$ cat src/rtl/flp_pkg.sv
package flp_pkg;
    typedef enum logic [1:0] {
        ST_IDLE,
        ST_CWAIT,
        ST_FILL,
        ST_PREF
    } flp_state_e;
endpackage

$ cat src/rtl/flp_fill_timer.sv
module flp_fill_timer #(
    parameter int LAT = 2
) (
    input  logic clk,
    input  logic rst_n,
    input  logic run,
    input  logic load,
    output logic done
);
    localparam int CNT_W = (LAT > 1) ? $clog2(LAT) : 1;

    logic [CNT_W-1:0] cnt_q;

    assign done = run && (cnt_q == CNT_W'(LAT - 1));

    always_ff @(posedge clk or negedge rst_n) begin
        if (!rst_n)
            cnt_q <= '0;
        else if (load || done)
            cnt_q <= '0;
        else if (run)
            cnt_q <= cnt_q + CNT_W'(1);
    end
endmodule

$ cat src/rtl/flp_line_buf.sv
module flp_line_buf #(
    parameter int TAG_W  = 29,
    parameter int LINE_W = 64,
    parameter int DATA_W = 32,
    parameter int WSEL_W = 1
) (
    input  logic              clk,
    input  logic              rst_n,
    input  logic              inv,
    input  logic              wr,
    input  logic [TAG_W-1:0]  wtag,
    input  logic [LINE_W-1:0] wdata,
    input  logic [TAG_W-1:0]  look_tag,
    input  logic [WSEL_W-1:0] look_sel,
    output logic              hit,
    output logic [DATA_W-1:0] rword,
    output logic              vld,
    output logic [TAG_W-1:0]  tag
);
    logic [LINE_W-1:0] data_q;

    always_ff @(posedge clk or negedge rst_n) begin
        if (!rst_n) begin
            vld    <= 1'b0;
            tag    <= '0;
            data_q <= '0;
        end else if (wr) begin
            vld    <= 1'b1;
            tag    <= wtag;
            data_q <= wdata;
        end else if (inv) begin
            vld    <= 1'b0;
        end
    end

    assign hit   = vld && (tag == look_tag);
    assign rword = data_q[look_sel*DATA_W +: DATA_W];
endmodule

$ cat src/rtl/flash_line_prefetch.sv
module flash_line_prefetch
    import flp_pkg::*;
#(
    parameter int   ADDR_W    = 32,
    parameter int   DATA_W    = 32,
    parameter int   LINE_W    = 64,
    parameter int   WAIT_ST   = 1,
    parameter logic SPEC_BACK = 1'b1
) (
    input  logic                              clk,
    input  logic                              rst_n,
    input  logic                              fetch_req,
    input  logic [ADDR_W-1:0]                 fetch_addr,
    input  logic                              fetch_cond,
    output logic                              fetch_rdy,
    output logic [DATA_W-1:0]                 fetch_rdata,
    input  logic                              br_soon,
    input  logic                              cond_vld,
    input  logic                              cond_pass,
    output logic                              fl_req,
    output logic [ADDR_W-$clog2(LINE_W/8)-1:0] fl_line,
    input  logic [LINE_W-1:0]                 fl_rdata
);
    localparam int OFF_W  = $clog2(LINE_W / 8);
    localparam int BOFF_W = $clog2(DATA_W / 8);
    localparam int TAG_W  = ADDR_W - OFF_W;
    localparam int WSEL_W = (OFF_W - BOFF_W > 0) ? OFF_W - BOFF_W : 1;
    localparam int LAT    = WAIT_ST + 1;
    localparam int NBUF   = 2;

    flp_state_e state, nxt_state;

    logic [TAG_W-1:0]  fill_tag, ld_tag;
    logic              fill_buf, ld_buf, mru;
    logic              spec_fill, ld_spec, squash, fail_now;
    logic [ADDR_W-1:0] last_addr;
    logic              load, wr_en, serve, fill_done;

    logic [TAG_W-1:0]  look_tag;
    logic [WSEL_W-1:0] look_sel;
    logic [NBUF-1:0]   buf_hit, buf_vld, inv_vec, wr_vec;
    logic [DATA_W-1:0] buf_word [NBUF];
    logic [TAG_W-1:0]  buf_tag  [NBUF];
    logic              hit, hit_idx, spec_ok, must_wait, other_b, other_has_next;

    assign look_tag = fetch_addr[ADDR_W-1:OFF_W];
    assign look_sel = WSEL_W'(fetch_addr[OFF_W-1:BOFF_W]);

    for (genvar b = 0; b < NBUF; b++) begin : g_buf
        assign inv_vec[b] = load && (ld_buf == 1'(b));
        assign wr_vec[b]  = wr_en && (fill_buf == 1'(b));
        flp_line_buf #(
            .TAG_W (TAG_W),
            .LINE_W(LINE_W),
            .DATA_W(DATA_W),
            .WSEL_W(WSEL_W)
        ) u_buf (
            .clk     (clk),
            .rst_n   (rst_n),
            .inv     (inv_vec[b]),
            .wr      (wr_vec[b]),
            .wtag    (fill_tag),
            .wdata   (fl_rdata),
            .look_tag(look_tag),
            .look_sel(look_sel),
            .hit     (buf_hit[b]),
            .rword   (buf_word[b]),
            .vld     (buf_vld[b]),
            .tag     (buf_tag[b])
        );
    end

    flp_fill_timer #(.LAT(LAT)) u_timer (
        .clk  (clk),
        .rst_n(rst_n),
        .run  (fl_req),
        .load (load),
        .done (fill_done)
    );

    assign hit            = |buf_hit;
    assign hit_idx        = buf_hit[1];
    assign spec_ok        = SPEC_BACK && (fetch_addr < last_addr);
    assign must_wait      = fetch_cond && !spec_ok;
    assign other_b        = ~fill_buf;
    assign other_has_next = buf_vld[other_b] && (buf_tag[other_b] == fill_tag + TAG_W'(1));
    assign fail_now       = spec_fill && cond_vld && !cond_pass;

    // state register and bookkeeping flops
    always_ff @(posedge clk or negedge rst_n) begin
        if (!rst_n) begin
            state     <= ST_IDLE;
            fill_tag  <= '0;
            fill_buf  <= 1'b0;
            spec_fill <= 1'b0;
            squash    <= 1'b0;
            mru       <= 1'b0;
            last_addr <= '0;
        end else begin
            state <= nxt_state;
            if (load) begin
                fill_tag  <= ld_tag;
                fill_buf  <= ld_buf;
                spec_fill <= ld_spec;
                squash    <= 1'b0;
            end else if (state == ST_FILL && fail_now) begin
                squash <= 1'b1;
            end
            if (serve) begin
                mru       <= hit_idx;
                last_addr <= fetch_addr;
            end else if (wr_en && state == ST_FILL) begin
                mru <= fill_buf;
            end
        end
    end

    // next state and outputs
    always_comb begin
        nxt_state = state;
        serve     = 1'b0;
        load      = 1'b0;
        wr_en     = 1'b0;
        ld_tag    = look_tag;
        ld_buf    = ~mru;
        ld_spec   = fetch_cond && spec_ok;
        unique case (state)
            ST_IDLE: begin
                if (fetch_req) begin
                    if (must_wait) begin
                        nxt_state = ST_CWAIT;
                    end else if (hit) begin
                        serve = 1'b1;
                    end else begin
                        load      = 1'b1;
                        nxt_state = ST_FILL;
                    end
                end
            end
            ST_CWAIT: begin
                ld_spec = 1'b0;
                if (cond_vld) begin
                    if (!cond_pass || !fetch_req) begin
                        nxt_state = ST_IDLE;
                    end else if (hit) begin
                        serve     = 1'b1;
                        nxt_state = ST_IDLE;
                    end else begin
                        load      = 1'b1;
                        nxt_state = ST_FILL;
                    end
                end
            end
            ST_FILL: begin
                if (fill_done) begin
                    wr_en = 1'b1;
                    if (squash || fail_now || br_soon || other_has_next) begin
                        nxt_state = ST_IDLE;
                    end else begin
                        load      = 1'b1;
                        ld_tag    = fill_tag + TAG_W'(1);
                        ld_buf    = ~fill_buf;
                        ld_spec   = 1'b0;
                        nxt_state = ST_PREF;
                    end
                end
            end
            ST_PREF: begin
                if (fetch_req && must_wait) begin
                    nxt_state = ST_CWAIT;
                end else if (fetch_req && !hit && look_tag != fill_tag) begin
                    load      = 1'b1;
                    ld_buf    = fill_buf;
                    nxt_state = ST_FILL;
                end else begin
                    serve = fetch_req && hit;
                    if (fill_done) begin
                        wr_en     = 1'b1;
                        nxt_state = ST_IDLE;
                    end
                end
            end
            default: nxt_state = ST_IDLE;
        endcase
    end

    assign fetch_rdy   = serve;
    assign fetch_rdata = buf_word[hit_idx];
    assign fl_req      = (state == ST_FILL) || (state == ST_PREF);
    assign fl_line     = fill_tag;
endmodule

$ cat config.mk
export PLATFORM = sky130hd
export DESIGN_NAME = flash_line_prefetch
export DESIGN_NICKNAME = d
export VERILOG_FILES = /design/src/rtl/flp_pkg.sv /design/src/rtl/flp_fill_timer.sv /design/src/rtl/flp_line_buf.sv /design/src/rtl/flash_line_prefetch.sv
export SDC_FILE = /design/constraint.sdc
export NUM_CORES = 1
export LEC_CHECK = 0
export ABC_AREA = 1
export BUFFER_PORTS_ARGS = -buffer_cell sky130_fd_sc_hd__buf_2
export CAP_MARGIN = 5
export CORE_MARGIN = 5
export CORE_UTILIZATION = 50
export DETAILED_ROUTE_END_ITERATION = 10
export MAX_ROUTING_LAYER = met4
export PLACE_DENSITY = 0.7
export SYNTH_ARGS = -nofsm -noshare
export SYNTH_HDL_FRONTEND = slang
export SYNTH_HIERARCHICAL = 1
export SYNTH_SLANG_ARGS = --single-unit
$ cat constraint.sdc
create_clock -name clk -period 6.7 [get_ports clk]
set_input_delay 0.335 -clock clk [delete_from_list [all_inputs] [get_ports clk]]
set_output_delay 0.335 -clock clk [all_outputs]
set_load 0.02 [all_outputs]
==> results.cfg <==
[clock_network]
numCtsBuffers = 29
cts_tree = built
htree_levels = 1
clk_latency_ns = 0.58
clk_pin_slew_ns = 0.07
cts_buffer_depth = 3
root_buffer = clkbuf_16
cts_setup_buffers = 0
clock_sinks = 256

[layout]
syn_to_final_growth_pct = 15.8
fin_nets = 2576
antennaDiodeCount = 0
stdcell_area_sq_mm = 0.0181
drive_above_1_share_pct = 11.9

[placement]
dp_slack_ns = 2.32
gp_congestion = 1.05
numPortBuffers = 165
dp_hpwl_microns = 32100
place_area_sq_mm = 0.0165

[floorplanning]
coreArea_sq_mm = 0.0307
die_y_microns = 187
boundaryPins = 166
die_w_microns = 187
fp-row-count = 64
start_util_pct = 50.9
dieArea_sq_mm = 0.0349

[detailed_routing]
route.detailed.drc = 0
drtPass1Iterations = 6
via_per_inst = 5.19
wl_microns = 46900
drtIter0Drc = 1234
wl_per_cell_microns = 16.5
vias = 14800
antenna_left = 0

[timing]
fin_crit_sh_pct = 71.6
finalSetupTns_ns = 0
skew_ns = 0.0193
setup_viol = 0
fmax_mhz = 208
worst_hold_slack_ns = 0.0241
slew_viol_final = 0
tightestPinTransition_ns = 1.14
fin_crit_ns = 4.80
fin_ws_ns = 1.90
rsz0062_at_grt = no
finalHoldViolCount = 0
slew_headroom_pct = 24.0

[grt]
overflow = 0
grt_max_degree = 145
antenna_found_initial = 0
grt_pass1_vias = 14300
grt_pass1_wl_microns = 76200
grt_usage_pct = 27.3

[synth]
synth-seq-area-share_pct = 41.0
synth_top_cell_area_share_pct = 41.0
synthCells = 2259
synthTopCellsByArea = dfrtp_1 (41%), nand2_1 (23%), o21ai_0 (7.8%)
synthFlopType = dfrtp_1
synth_seq_cells = 256
yosys-top-cells-count = nand2_1 (962), inv_1 (285), dfrtp_1 (256)
synth_most_common_cell = nand2_1
async_reset_ff_share_pct = 100
ys.warnings.count = 6
ys_types = 43
synth.avg_cell_area_sq_um = 6.92
synth_top_cell_by_area = dfrtp_1
netlist_area_sq_mm = 0.0156
synth_nets = 2399
synth_edf_count = 0

[setup_path]
required_ns = 6.36
path_class = flop to primary output
slowest_stage = clkinv_1
slowest_delay_ns = 0.79
rrSetupSlack_ns = 2.41
crit_buf_inv = 5
end_kind = primary output
path_max_fanout = 34
critical_path_arrival_ns = 4.46
cp-start-kind = flop
cp_top_family = buffers and inverters
path_cells = inv_1 -> o21ai_0 -> nor2_1 -> nand2_1 -> nor2_1 -> nand2_1 -> nor2_4 -> buf_4 -> nor2_1 -> inv_1 -> o211ai_1 -> o32ai_1 -> nand2_1 -> clkinv_1 -> buf_2

[run_status]
status = complete, no violations

[run]
cap_violations = 0

[power_and_ir_drop]
cellPowerDensity_mw_per_mm2 = 394
p_leak_nw = 9.49
p_total_w = 0.00713
ir_drop_mv = 0.286

[hold_path]
hold_class = input pin to flop
[logic make-up after synthesis]
family	Yosys count	share of synthesized area, %
compound gates	312	10.2
buf+inv	385	10.9
xor+xnor	26	1.54
mux	38	2.69
flops	256	41.0
fa+ha+maj	37	2.96
simple gates	1205	30.7
[sequential cells by signal (all words and copies together), names as in the netlist]
name / cells
fill_buf: 1
fl_line: 29
g_buf.u_buf/data_q: 128
g_buf.u_buf/tag: 58
g_buf.u_buf/vld: 2
last_addr: 32
mru: 1
spec_fill: 1
squash: 1
state: 2
u_timer/cnt_q: 1
[cell usage in the layout (no fill, tap or decap), drive strengths merged, types with 32 or more instances in the layout]
master,Yosys,layout
nand2,967,967
inv,296,297
o21ai,277,277
dfrtp,256,256
buf,59,173
nor2,128,128
nand3,68,68
dlygate4sd3,0,61
clkbuf,29,44
ha,37,37
mux2,32,32
[path summary, 6_finish.rpt]
kind                                                start                         to  depth (start not counted)
worst min register to register  g_buf[1].u_buf/data_q[34]  g_buf[1].u_buf/data_q[34]                          2
max in group asynchronous                           rst_n  g_buf[0].u_buf/data_q[57]                          3
min in group asynchronous                           rst_n              last_addr[14]                          2
worst max register to register     g_buf[1].u_buf/tag[13]               last_addr[2]                         17
worst max-delay path               g_buf[1].u_buf/tag[13]                  fetch_rdy                         15
worst min-delay path                         fl_rdata[28]  g_buf[0].u_buf/data_q[28]                          3
[tightest hold or removal path: stages]
cell and delay (ns):
buf_2 0.11, nand2_1 0.05, o21ai_0 0.06
[stage by stage]
stage	util [%]	std cells
6_report	58.9	2852
2_1_floorplan	-	2259
3_5_place_dp	53.6	2740
5_1_grt	58.9	2852
3_3_place_gp	53.6	2740
4_1_cts	58.9	2852
[report_power, final]
part | internal [W] | switching (W) | total [W]
Sequential | 0.00214 | 0.000485 | 0.00262
Combinational | 0.000950 | 0.00186 | 0.00281
Clock | 0.00104 | 0.000661 | 0.00170
Total | 0.00413 | 0.00301 | 0.00713
[per-layer routing]
| metal | vias up | share of wire (%) | global-route usage, % |
|---|---|---|---|
| li1 | 7328 | - | - |
| met1 | 6861 | 43 | 36.4 |
| met2 | 524 | 47 | 44.3 |
| met3 | 103 | 6.6 | 3.40 |
| met4 | 0 | 3.5 | 7.88 |
| met5 | - | 0 | - |
[repair_timing]
item / CTS / global route
endpoints found under the hold margin: 226 / 0
endpoints found under the setup margin: 0 / 0
gates resized for setup: 0 / 0
hold buffers: 61 / 0
[final cells by class]
cell class | instances | area, sq um
fillers | 2893 | 12600
multi-input cells | 1618 | 7540
flip-flops and latches | 256 | 6410
repair buffers | 234 | 1530
inverters | 297 | 1110
clock buffers | 44 | 862
well taps | 396 | 495
clock inverters | 7 | 150
Power figures use the tool's default switching activity.
